**config.mk**
```make
export PLATFORM = sky130hd
export DESIGN_NAME = irq_latency_monitor
export DESIGN_NICKNAME = d
export VERILOG_FILES = /design/src/rtl/ilm_pkg.sv /design/src/rtl/ilm_thresh_reg.sv /design/src/rtl/ilm_latency_timer.sv /design/src/rtl/ilm_src_channel.sv /design/src/rtl/irq_latency_monitor.sv
export SDC_FILE = /design/constraint.sdc
export NUM_CORES = 1
export LEC_CHECK = 0
export CORE_UTILIZATION = 62
export DETAILED_ROUTE_END_ITERATION = 10
export GPL_TIMING_DRIVEN = 0
export PLACE_DENSITY = 0.84
export SKIP_CTS_REPAIR_TIMING = 1
export SYNTH_ARGS = -nofsm -noshare
export SYNTH_HDL_FRONTEND = slang
export SYNTH_HIERARCHICAL = 1
export SYNTH_SLANG_ARGS = --single-unit
```
**constraint.sdc**
```tcl
create_clock -name clk -period 4.7 [get_ports clk]
set_input_delay 0.94 -clock clk [delete_from_list [all_inputs] [get_ports clk]]
set_output_delay 0.94 -clock clk [all_outputs]
set_load 0.02 [all_outputs]
```
**src/rtl/ilm_pkg.sv**
```systemverilog
package ilm_pkg;

  // Per-measure control state
  typedef enum logic [1:0] {
    ST_IDLE = 2'd0,  // waiting for the condition to rise
    ST_RUN  = 2'd1,  // counting latency cycles
    ST_HOLD = 2'd2   // taken; waiting for the condition to fall
  } meas_st_e;

  // Measure slots inside one source channel
  localparam int unsigned MEAS_RAW  = 0;
  localparam int unsigned MEAS_PEND = 1;
  localparam int unsigned NUM_MEAS  = 2;

endpackage

```
**src/rtl/ilm_thresh_reg.sv**
```systemverilog
module ilm_thresh_reg #(
  parameter int unsigned TH_W   = 16,
  parameter logic [TH_W-1:0] TH_RST = TH_W'(8)
) (
  input  logic            clk,
  input  logic            rst,
  input  logic            we_i,
  input  logic [TH_W-1:0] wdata_i,
  output logic [TH_W-1:0] thr_o
);

  logic [TH_W-1:0] thr_q;

  always_ff @(posedge clk) begin
    if (rst)       thr_q <= TH_RST;
    else if (we_i) thr_q <= wdata_i;
  end

  assign thr_o = thr_q;

  // a write lands in the following cycle
  a_r8_write_lands: assert property (@(posedge clk) disable iff (rst)
    we_i |=> (thr_q == $past(wdata_i)));

endmodule

```
**src/rtl/ilm_latency_timer.sv**
```systemverilog
module ilm_latency_timer
  import ilm_pkg::*;
#(
  parameter int unsigned TH_W = 16
) (
  input  logic            clk,
  input  logic            rst,
  input  logic            cond_i,   // condition that keeps the interval open
  input  logic            stop_i,   // fetch redirect for this source
  input  logic [TH_W-1:0] thr_i,
  output logic            evt_o
);

  localparam logic [TH_W-1:0] CNT_MAX = '1;
  localparam logic [TH_W:0]   ONE_EXT = {{TH_W{1'b0}}, 1'b1};

  meas_st_e        state_q, state_d;
  logic [TH_W-1:0] cnt_q, cnt_d;
  logic            fired_q, fired_d;
  logic            evt_q, evt_d;

  logic [TH_W:0]   base_ext;
  logic [TH_W:0]   next_ext;
  logic [TH_W-1:0] next_sat;
  logic            over;

  // Count after this cycle, computed one bit wider so that the
  // comparison against an all-ones threshold still works.
  always_comb begin
    base_ext = (state_q == ST_RUN) ? {1'b0, cnt_q} : '0;
    next_ext = base_ext + ONE_EXT;
    next_sat = next_ext[TH_W] ? CNT_MAX : next_ext[TH_W-1:0];
    over     = next_ext > {1'b0, thr_i};
  end

  always_comb begin
    state_d = state_q;
    cnt_d   = cnt_q;
    fired_d = fired_q;
    evt_d   = 1'b0;
    unique case (state_q)
      ST_IDLE: begin
        if (cond_i && stop_i) begin
          state_d = ST_HOLD;
        end else if (cond_i) begin
          state_d = ST_RUN;
          cnt_d   = next_sat;
          fired_d = over;
          evt_d   = over;
        end
      end
      ST_RUN: begin
        if (stop_i) begin
          state_d = ST_HOLD;
          cnt_d   = '0;
          fired_d = 1'b0;
        end else if (!cond_i) begin
          state_d = ST_IDLE;
          cnt_d   = '0;
          fired_d = 1'b0;
        end else begin
          cnt_d = next_sat;
          if (over && !fired_q) begin
            evt_d   = 1'b1;
            fired_d = 1'b1;
          end
        end
      end
      ST_HOLD: begin
        if (!cond_i) state_d = ST_IDLE;
      end
      default: begin
        state_d = ST_IDLE;
        cnt_d   = '0;
        fired_d = 1'b0;
      end
    endcase
  end

  always_ff @(posedge clk) begin
    if (rst) begin
      state_q <= ST_IDLE;
      cnt_q   <= '0;
      fired_q <= 1'b0;
      evt_q   <= 1'b0;
    end else begin
      state_q <= state_d;
      cnt_q   <= cnt_d;
      fired_q <= fired_d;
      evt_q   <= evt_d;
    end
  end

  assign evt_o = evt_q;

  // an event lasts a single cycle
  a_r3_single_pulse: assert property (@(posedge clk) disable iff (rst)
    evt_q |=> !evt_q);

  // an event only follows a count above the threshold
  a_r3_above_thresh: assert property (@(posedge clk) disable iff (rst)
    evt_q |-> ((cnt_q > $past(thr_i)) || (cnt_q == CNT_MAX)));

  // no event right after a redirect
  a_r4_stop_quiet: assert property (@(posedge clk) disable iff (rst)
    stop_i |=> !evt_q);

  // redirect with the condition still high parks the measure
  a_r4_stop_holds: assert property (@(posedge clk) disable iff (rst)
    (stop_i && cond_i) |=> (state_q == ST_HOLD));

  // a low condition clears the interval without an event
  a_r5_cond_low_idle: assert property (@(posedge clk) disable iff (rst)
    !cond_i |=> (!evt_q && (cnt_q == '0)));

  // a full counter stays full
  a_r9_saturate: assert property (@(posedge clk) disable iff (rst)
    (state_q == ST_RUN && cond_i && !stop_i && cnt_q == CNT_MAX)
      |=> (cnt_q == CNT_MAX));

endmodule

```
**src/rtl/ilm_src_channel.sv**
```systemverilog
module ilm_src_channel
  import ilm_pkg::*;
#(
  parameter int unsigned TH_W = 16
) (
  input  logic            clk,
  input  logic            rst,
  input  logic            req_i,
  input  logic            en_i,
  input  logic            redirect_i,
  input  logic [TH_W-1:0] thr_i,
  output logic            evt_raw_o,
  output logic            evt_pend_o
);

  logic [NUM_MEAS-1:0] cond;
  logic [NUM_MEAS-1:0] evt;

  assign cond[MEAS_RAW]  = req_i;
  assign cond[MEAS_PEND] = req_i & en_i;

  for (genvar m = 0; m < NUM_MEAS; m++) begin : g_meas
    ilm_latency_timer #(
      .TH_W (TH_W)
    ) u_tmr (
      .clk    (clk),
      .rst    (rst),
      .cond_i (cond[m]),
      .stop_i (redirect_i),
      .thr_i  (thr_i),
      .evt_o  (evt[m])
    );
  end

  assign evt_raw_o  = evt[MEAS_RAW];
  assign evt_pend_o = evt[MEAS_PEND];

  // a masked source gives no pending event
  a_r2_mask_quiet: assert property (@(posedge clk) disable iff (rst)
    !en_i |=> !evt_pend_o);

  // a dropped request gives no event of either kind
  a_r5_drop_quiet: assert property (@(posedge clk) disable iff (rst)
    !req_i |=> (!evt_raw_o && !evt_pend_o));

endmodule

```
**src/rtl/irq_latency_monitor.sv**
```systemverilog
module irq_latency_monitor #(
  parameter int unsigned NUM_SRC = 2,
  parameter int unsigned TH_W    = 16,
  parameter logic [TH_W-1:0] TH_RST = TH_W'(8)
) (
  input  logic               clk,
  input  logic               rst,
  input  logic [NUM_SRC-1:0] irq_req,
  input  logic [NUM_SRC-1:0] irq_en,
  input  logic [NUM_SRC-1:0] fetch_redirect,
  input  logic               thr_we,
  input  logic [TH_W-1:0]    thr_wdata,
  output logic [NUM_SRC-1:0] evt_raw,
  output logic [NUM_SRC-1:0] evt_pend
);

  logic [TH_W-1:0] thr;

  ilm_thresh_reg #(
    .TH_W   (TH_W),
    .TH_RST (TH_RST)
  ) u_thr (
    .clk     (clk),
    .rst     (rst),
    .we_i    (thr_we),
    .wdata_i (thr_wdata),
    .thr_o   (thr)
  );

  for (genvar s = 0; s < NUM_SRC; s++) begin : g_src
    ilm_src_channel #(
      .TH_W (TH_W)
    ) u_ch (
      .clk        (clk),
      .rst        (rst),
      .req_i      (irq_req[s]),
      .en_i       (irq_en[s]),
      .redirect_i (fetch_redirect[s]),
      .thr_i      (thr),
      .evt_raw_o  (evt_raw[s]),
      .evt_pend_o (evt_pend[s])
    );
  end

  // outputs are quiet in the cycle after reset
  a_r10_reset_quiet: assert property (@(posedge clk)
    rst |=> (evt_raw == '0 && evt_pend == '0));

endmodule

```
After elaboration in Yosys (flattened, before gate mapping)
Index checks and enable logic that the tools add are counted. W data, S select, Z words.

Input port bits: 25. Memories kept: 0. Word-level logic and storage cells: 175. Bits in latches: 0. Memory bits (read-only): 0. Bits in writable memories: 0. Register bits after elaboration: 96. Output and inout port bits: 4.

Divide/modulo/power cells: 0. Reductions and logical operators: 24. Add/sub/neg operators: 4. Equal/unequal tests: 24. Shift operators: 0. Bitwise operators: 6. $lt $le $gt $ge: 4. Multiply operators: 0. Muxes and demuxes: 96.

Operators by type and width (number): $mux W16 (24); $pmux W16 S3 (4); $add A16 B1 Y17 const B (4); $gt A17 B16 Y1 (4); $mux W1 (40); $mux W2 (16); $pmux W2 S3 (4); $ne A2 B2 Y1 const B (8); $ne A4 B3 Y1 const B (4); $reduce_and A4 Y1 (4); $ne A3 B3 Y1 const B (4); $pmux W1 S3 (4); $reduce_and A3 Y1 (4); $eq A2 B1 Y1 const B (4); $eq A2 B2 Y1 const B (4); $logic_and A1 B1 Y1 (8); $logic_not A2 Y1 (4); $pmux W1 S2 (4); $logic_not A1 Y1 (4); $not A1 Y1 (4); $and A1 B1 Y1 (2).

Depth between registers and ports, before layout
Gate-level depths: netlist of run 1.

Depth after elaboration: 9. Depth in mapped cells: 16. Gate-level depth less buffers: 14.

Modules after synthesis
The synthesis of run 1 kept the hierarchy.

Modules (own cells, without submodules): ilm_latency_timer (g_src[0].u_ch.g_meas[0].u_tmr ...) (cells an instance 199, area each 1611.5 um^2, times used 2, seq. area each 400.4 um^2); ilm_latency_timer (g_src[1].u_ch.g_meas[1].u_tmr) (cells an instance 210, area each 1582.8 um^2, times used 1, seq. area each 400.4 um^2); ilm_latency_timer (g_src[0].u_ch.g_meas[1].u_tmr) (cells an instance 205, area each 1564.0 um^2, times used 1, seq. area each 400.4 um^2); ilm_thresh_reg (cells an instance 52, area each 581.8 um^2, times used 1, seq. area each 320.3 um^2); ilm_src_channel (cells an instance 1, area each 6.3 um^2, times used 2, seq. area each 0.0 um^2).

Worst setup path after synthesis of run 1
No wires, ideal clock.

Kind: register to register. Start point: register g_src[1].u_ch.g_meas[1].u_tmr.state_q[0]. End point: register g_src[1].u_ch.g_meas[1].u_tmr.evt_q. Data required time: 4574 ps. Period minus slack after synthesis: 3507 ps. Stages on the path, launching flop included: 16. Path slack: 1193 ps. Path buffers: 2. Data arrival time: 3382 ps. Library setup time: 126 ps. Cells stage by stage: dfxtp_1 buf_2 nor2b_1 clkbuf_1 and2_1 ha_1 nand3_1 nor4_1 nand3_1 xor2_1 ha_1 a211o_1 a211oi_1 nand3_1 o21ai_0 o21ai_0.

Longest elaborated chain between the ends: 9. Elaborated cells between the ends (all ways): 12. Those cells by class: add/sub: 1; order compare: 1; eq/ne: 1; mux: 7; reduce/logical: 2.

RTL lines: from (decl) (line ilm_latency_timer.sv:17) `meas_st_e state_q, state_d;`; from (signal assigned) (line ilm_latency_timer.sv:87) `state_q <= state_d;`; $eq A2 B1 Y1 (line ilm_latency_timer.sv:30, ilm_latency_timer.sv:41); $mux W16 (line ilm_latency_timer.sv:30) `base_ext = (state_q == ST_RUN) ? {1'b0, cnt_q} : '0;`; $add A16 B1 Y17 (line ilm_latency_timer.sv:31) `next_ext = base_ext + ONE_EXT;`; $gt A17 B16 Y1 (line ilm_latency_timer.sv:33) `over = next_ext > {1'b0, thr_i};`; $logic_and A1 B1 Y1 (line ilm_latency_timer.sv:63) `if (over && !fired_q) begin`; $mux W1 (line ilm_latency_timer.sv:63); $mux W1 (line ilm_latency_timer.sv:57) `end else if (!cond_i) begin`; $mux W1 (line ilm_latency_timer.sv:53) `if (stop_i) begin`; $pmux W1 S2 (*) (line ilm_latency_timer.sv:41) `unique case (state_q)`; to (signal assigned) (line ilm_latency_timer.sv:90) `evt_q <= evt_d;`; to (decl) (line ilm_latency_timer.sv:20) `logic evt_q, evt_d;`.

Mark *: on every way between the ends. The rest lies on a longest branch, timed or not. A chain may end at the register's enable or synchronous reset.

Final worst setup path of run 1
Ends and elaborated chain as after synthesis.

==> impl_metrics.yaml, run 1 <==
timing:
  hold_viol: 0
  clock_skew_ns: 0.0154
  setup_viol_count_final: 0
  layout_setup_ws_ns: 0.479
  fmax_mhz: 237
  max_slew.worst_pin.slew_ns: 1.16
  finalCritPeriodShare_pct: 89.8
  setup_tns_ns: 0
  slew_viol_final: 0
  period_needed_ns: 4.22
  grt_setup_unrepaired: "false"
  relSlewSlack_pct: 22.1
global_route:
  grt_usage_pct: 30.2
  grt_pass1_vias: 5864
  grt_first_pass_wirelength_mm: 27.6
  grt_max_degree: 22
  antenna_found_initial: 0
  grt-ovfl-total: 0
synthesis:
  synth-edff-count: 0
  synthArstFlopShare_pct: 0
  avgSynthCellArea_um2: 8.03
  synth_cell_types: 68
  netlist_area_um2: 6960
  syn_inst: 867
  synth.ff_latch_count: 96
  ys_seq_area_share_pct: 27.6
  syn-num-nets: 960
  synth-main-ff-cell: "dfxtp_1"
  synth_warnings: 6
route:
  drt_wl_total_mm: 16.9
  drc: 0
  vias: 6423
  routedWlPerCell_um: 16.2
  first_pass_iters: 8
  ant_nets: 0
  drt_iter0_drc: 377
  via_per_inst: 6.14
power_and_ir_drop:
  p_leak_nw: 3.05
  vdd_drop_max_uv: 131
  pwr_density_cell_nw_per_um2: 201
die:
  std_cell_rows: 38
  ioPinCount: 29
  core_area_um2: 10900
  initial_core_util_pct: 64.0
  die_area_um2: 11700
  dieHeight_um: 108
  chipWidth_um: 108
finish:
  multi_input_area_um2: 4530
  register_area_um2: 1920
  area_delta_synth_final_pct: 8.52
  fin_nets: 998
  fin_area_um2: 7560
  diodes: 0
  drive_above_1_share_pct: 6.95
  finalNonFillerCells: 1046
  fillers: 920
clock_tree:
  cts_sinks: 96
  cts-htree-levels: 3
  cts_tree: "built"
  cts_inserted_buffers: 9
  clock_path_buffers: 2
  insertion_delay_ns: 0.39
  clk_pin_slew_ns: 0.09
  cts_root_buffer: "clkbuf_8"
setup_path:
  crit_end: "g_src[1].u_ch/g_meas[1].u_tmr/evt_o"
  crit_start: "g_src[1].u_ch/g_meas[1].u_tmr/state_q[0]"
  critPathLaunchType: "flop"
  cp.arrival_ns: 4.47
  r2r_end: "g_src[1].u_ch/g_meas[1].u_tmr/evt_o"
  critPathKind: "reg2reg"
  end_kind: "flop"
  r2r_setup_slack_ns: 0.48
  r2r-start: "g_src[1].u_ch/g_meas[1].u_tmr/state_q[0]"
  rr_worst_depth: 15
  cp.required_ns: 4.95
  path_max_fanout: 9
run_status:
  status: "finished clean"
flow_run:
  max_cap_viol_count: 0
placed_design:
  port_buffers: 27
  post-place-ws_ns: 0.536
  dp_hpwl_mm: 12.7
  dp.cells: 1034
  dpl-instance-area_um2: 7410
  routabilityCongestion: 0.904
worst_hold_path:
  min_path_type: "reg2reg"
## state kept, by name (all words and copies together), names as in the netlist
signal,cells
g_src.u_ch/g_meas.u_tmr/cnt_q,64
g_src.u_ch/g_meas.u_tmr/evt_o,4
g_src.u_ch/g_meas.u_tmr/fired_q,4
g_src.u_ch/g_meas.u_tmr/state_q,8
u_thr/thr_o,16
## synth_stat cells (3+ instances only)
| cell | instances | share of area [%] |
|---|---|---|
| dfxtp_1 | 96 | 28 |
| mux2i_1 | 17 | 2.4 |
| nor2_1 | 80 | 4.3 |
| o22ai_1 | 3 | 0.27 |
| a21o_1 | 9 | 0.97 |
| a221o_1 | 20 | 2.9 |
| a22o_1 | 4 | 0.50 |
| nor3_1 | 20 | 1.4 |
| nand4_1 | 26 | 2.3 |
| nor4_1 | 14 | 1.3 |
| nor4_2 | 6 | 1.1 |
| xor2_1 | 11 | 1.4 |
| a211o_1 | 5 | 0.63 |
| nand2b_1 | 6 | 0.54 |
| or4_1 | 3 | 0.32 |
| o311ai_1 | 3 | 0.38 |
| nand2_1 | 87 | 4.7 |
| a31oi_1 | 9 | 0.81 |
| o21bai_1 | 4 | 0.43 |
| xnor2_1 | 41 | 5.2 |
| o21ai_1 | 14 | 1.0 |
| inv_1 | 80 | 4.3 |
| o221ai_1 | 3 | 0.38 |
| nor2b_1 | 6 | 0.54 |
| buf_2 | 9 | 0.65 |
| and3_1 | 7 | 0.63 |
| clkbuf_1 | 14 | 0.75 |
| o211ai_1 | 7 | 0.75 |
| and2_1 | 13 | 1.2 |
| ha_1 | 68 | 12 |
| o21ai_0 | 44 | 3.2 |
| buf_6 | 7 | 1.1 |
| a21oi_1 | 32 | 2.3 |
| nor3b_1 | 5 | 0.54 |
| nand3_1 | 31 | 2.2 |
| a211oi_1 | 5 | 0.54 |
| or3_1 | 7 | 0.63 |
## cell families (layout without fill, tap and decap cells)
kind of cell / Yosys count / after routing / synth area share (%)
flip-flops: 96 / 96 / 27.6
buffers and inverters: 114 / 153 / 7.35
XOR/XNOR: 52 / 52 / 6.54
adder cells (fa/ha/maj): 68 / 68 / 12.2
AND/OR/NAND/NOR: 340 / 340 / 26.6
AO/OA/AOI/OAI: 180 / 180 / 17.2
multiplexers: 17 / 17 / 2.44
## report_power, final
group / leakage (nW) / total (mW) / switching (mW) / internal, mW
Clock: 0.0797 / 0.486 / 0.292 / 0.194
Sequential: 0.778 / 0.851 / 0.0243 / 0.826
Combinational: 2.19 / 0.181 / 0.103 / 0.0777
## worst min-delay path by stage
stage	start	cells past startpoint	slack (ns)	end
3_3_place_gp	g_src[0].u_ch/g_meas[1].u_tmr/cnt_q[1]	2	0.45	g_src[0].u_ch/g_meas[1].u_tmr/cnt_q[1]
3_5_place_dp	g_src[1].u_ch/g_meas[0].u_tmr/cnt_q[1]	2	0.46	g_src[1].u_ch/g_meas[0].u_tmr/cnt_q[1]
6_report	g_src[1].u_ch/g_meas[0].u_tmr/cnt_q[1]	2	0.48	g_src[1].u_ch/g_meas[0].u_tmr/cnt_q[1]
2_1_floorplan	g_src[0].u_ch/g_meas[0].u_tmr/cnt_q[1]	2	0.44	g_src[0].u_ch/g_meas[0].u_tmr/cnt_q[1]
5_1_grt	g_src[1].u_ch/g_meas[0].u_tmr/cnt_q[1]	2	0.50	g_src[1].u_ch/g_meas[0].u_tmr/cnt_q[1]
4_1_cts	g_src[0].u_ch/g_meas[0].u_tmr/cnt_q[1]	2	0.48	g_src[0].u_ch/g_meas[0].u_tmr/cnt_q[1]
## metal layers
metal	vias to the layer above	part of all wire [%]	global-route usage (%)
li1	3169	-	-
met2	236	46	47.6
met1	2979	44	40.8
met4	0	2.9	13.6
met5	-	0	0
met3	39	7.1	4.10
## through the flow
stage	hold WS (ns)	total power, mW	util, %
2_1_floorplan	0.440	0.980	-
3_3_place_gp	0.455	1.04	68.1
3_5_place_dp	0.461	1.05	68.1
4_1_cts	0.477	1.53	69.4
5_1_grt	0.503	1.58	69.4
6_report	0.476	1.52	69.4
## final cells by class
cell class / count / share of cell area (%)
plain buffers: 33 / 2.75
clock buffers: 10 / 1.82
repair buffers: 27 / 3.58
flip-flops and latches: 96 / 25.4
multi-input cells: 657 / 60.0
clock inverters: 2 / 0.132
well taps: 140 / 2.32
inverters: 81 / 4.02
## critical path, cell delays in order, from the launching register on
cell	delay, ns
dfxtp_1	0.31
buf_2	0.22
nor2b_1	0.16
clkbuf_1	0.32
and2_1	0.19
ha_1	0.19
nand3_1	0.25
nor4_1	0.71
nand3_1	0.26
xor2_1	0.25
ha_1	0.28
a211o_1	0.29
a211oi_1	0.24
nand3_1	0.14
o21ai_0	0.17
o21ai_0	0.13
## layout by cell type (no fill, tap or decap), types with 26 or more instances in the layout
master / netlist / final
inv_1: 80 / 80
nand4_1: 26 / 26
xnor2_1: 41 / 41
a21oi_1: 32 / 32
dfxtp_1: 96 / 96
nand3_1: 31 / 31
clkdlybuf4s50_1: 0 / 27
o21ai_0: 44 / 44
ha_1: 68 / 68
nor2_1: 80 / 80
nand2_1: 87 / 87
Note: power is estimated with default switching activity, not from simulation.
==> inputs of run 2 (changes only) <==
--- a/config.mk
+++ b/config.mk
@@ -5,10 +5,10 @@
 export SDC_FILE = /design/constraint.sdc
 export NUM_CORES = 1
 export LEC_CHECK = 0
-export CORE_UTILIZATION = 62
+export CORE_UTILIZATION = 67
 export DETAILED_ROUTE_END_ITERATION = 10
 export GPL_TIMING_DRIVEN = 0
-export PLACE_DENSITY = 0.84
+export PLACE_DENSITY = 0.9
 export SKIP_CTS_REPAIR_TIMING = 1
 export SYNTH_ARGS = -nofsm -noshare
 export SYNTH_HDL_FRONTEND = slang
==> constraint.sdc (replaced) <==
create_clock -name clk -period 5 [get_ports clk]
set_input_delay 0.75 -clock clk [delete_from_list [all_inputs] [get_ports clk]]
set_output_delay 0.75 -clock clk [all_outputs]
set_load 0.02 [all_outputs]
==> run 2 against run 1 <==
Effect of this change:
- non-clock buffer count did not move
- largest cell class unchanged
- highest routed layer unchanged
- register-to-register slack better by 0.06 ns
- flip-flop and latch count unchanged
- clock skew is 0.00064 ns lower
==> impl_metrics.yaml, run 2 (same netlist as run 1, synthesis figures left out) <==
timing:
  max_slew.worst_pin.slew_ns: 1.19
  grt_setup_unrepaired: "false"
  finalCritPeriodShare_pct: 89.3
  clock_skew_ns: 0.0148
  slew_viol_final: 0
  fmax_mhz: 224
  relSlewSlack_pct: 20.3
  period_needed_ns: 4.46
  hold_viol: 0
  setup_tns_ns: 0
  setup_viol_count_final: 0
setup_path:
  rr_worst_depth: 15
  critPathKind: "reg2reg"
  end_kind: "flop"
  critPathLaunchType: "flop"
  cp.arrival_ns: 4.72
  cp.required_ns: 5.26
  path_max_fanout: 9
  r2r_setup_slack_ns: 0.54
route:
  drt_iter0_drc: 538
  ant_nets: 0
  via_per_inst: 6.49
  drt_wl_total_mm: 18.2
  first_pass_iters: 8
  vias: 6761
  routedWlPerCell_um: 17.4
  drc: 0
clock_tree:
  cts_sinks: 96
  cts-htree-levels: 3
  clock_path_buffers: 2
  cts_inserted_buffers: 9
  cts_tree: "built"
  clk_pin_slew_ns: 0.09
  cts_root_buffer: "clkbuf_8"
  insertion_delay_ns: 0.39
global_route:
  grt_usage_pct: 34.7
  grt-ovfl-total: 0
  grt_first_pass_wirelength_mm: 30.5
  grt_max_degree: 22
  grt_busiest_layer: "met2"
  antenna_found_initial: 0
  use_met2_pct: 56.9
  met3_usage_pct: 6.52
  grt_pass1_vias: 6562
  use_met1_pct: 43.9
worst_hold_path:
  min_path_type: "reg2reg"
  holdPathStages: 2
flow_run:
  max_cap_viol_count: 0
placed_design:
  routabilityCongestion: 0.955
  dp_hpwl_mm: 13.7
  port_buffers: 27
  dp.cells: 1027
power_and_ir_drop:
  pwr_density_cell_nw_per_um2: 197
  vdd_drop_max_uv: 202
  switchingPower_mw: 0.408
  seq_power_share_pct: 53.4
  internal_power_mw: 1.09
  p_leak_nw: 3.06
  p_clk_share_pct: 34.9
  p_comb_share_pct: 11.7
  p_sw_share_pct: 27.2
die:
  initial_core_util_pct: 70.3
  ioPinCount: 29
  dieHeight_um: 104
  chipWidth_um: 104
  std_cell_rows: 36
  die_area_um2: 10800
  core_area_um2: 9910
finish:
  fin_nets: 998
  largest_register_ffs: 64
  area_delta_synth_final_pct: 9.07
  multi_input_area_um2: 4530
  finalNonFillerCells: 1042
  register_area_um2: 1920
  layout_commonest_cell: "dfxtp_1"
  final_cell_mix: "dfxtp_1, nand2_1, inv_1, nor2_1, ha_1"
  top_register: "g_src.u_ch/g_meas.u_tmr/cnt_q"
  diodes: 0
  drive_above_1_share_pct: 7.26
  fillers: 721
run_status:
  status: "finished clean"
-- run 2: cell types whose count changed in the layout (fill, tap and decap cells not counted) --
| cell | before | now |
|---|---|---|
| clkinvlp_4 | 0 | 3 |
| bufinv_16 | 0 | 1 |
| clkinv_2 | 2 | 1 |
-- run 2: final timing paths --
kind | endpoint | start
hold reg to reg | g_src[0].u_ch/g_meas[0].u_tmr/cnt_q[1] | g_src[0].u_ch/g_meas[0].u_tmr/cnt_q[1]
setup / recovery | g_src[1].u_ch/g_meas[1].u_tmr/fired_q | g_src[1].u_ch/g_meas[1].u_tmr/state_q[0]
setup reg to reg | g_src[1].u_ch/g_meas[1].u_tmr/fired_q | g_src[1].u_ch/g_meas[1].u_tmr/state_q[0]
hold / removal | g_src[0].u_ch/g_meas[0].u_tmr/cnt_q[1] | g_src[0].u_ch/g_meas[0].u_tmr/cnt_q[1]
-- run 2: power by group through the flow --
stage          Combinational (mW)  Clock, mW  Sequential [mW]
2_1_floorplan               0.115          0            0.806
3_3_place_gp                0.159          0            0.817
3_5_place_dp                0.170          0            0.817
4_1_cts                     0.172      0.529            0.800
5_1_grt                     0.193      0.561            0.803
6_report                    0.176      0.523            0.801
-- run 2: through the flow --
stage               hold slack, ns  setup WS [ns]  instance area (um2)  utilization, %  power (mW)
detailed placement           0.465          0.651                 7400            74.7       0.988
CTS                          0.478          0.637                 7600            76.7        1.50
finish                       0.487          0.535                 7600            76.7        1.50
global placement             0.453          0.831                 7400            74.7       0.976
global route                 0.507          0.342                 7600            76.7        1.56
floorplan                    0.440           1.49                 6960               -       0.921
-- run 2: worst max-delay path, stage by stage, from the launching register on --
cell	delay, ns
dfxtp_1	0.32
buf_2	0.23
nor2b_1	0.16
clkbuf_1	0.34
and2_1	0.19
ha_1	0.18
nand3_1	0.26
nor4_1	0.82
nand3_1	0.29
xor2_1	0.29
ha_1	0.29
a211o_1	0.28
a211oi_1	0.26
nand3_1	0.12
o21ai_0	0.20
o21ai_0	0.11
-- run 2: cell type report --
class | instances | area share (%)
multi-input cells | 657 | 59.6
flip-flops and latches | 96 | 25.3
inverters | 81 | 4.00
repair buffers | 27 | 3.56
plain buffers | 33 | 2.73
well taps | 133 | 2.19
clock buffers | 10 | 1.81
clock inverters | 5 | 0.758
-- run 2: layer usage --
layer / vias to the layer above / wire length, um / share of wire, %
met5: - / 0 / 0
met4: 0 / 597 / 3.3
met3: 71 / 1470 / 8.1
met2: 326 / 8650 / 48
met1: 3200 / 7450 / 41
li1: 3164 / - / -
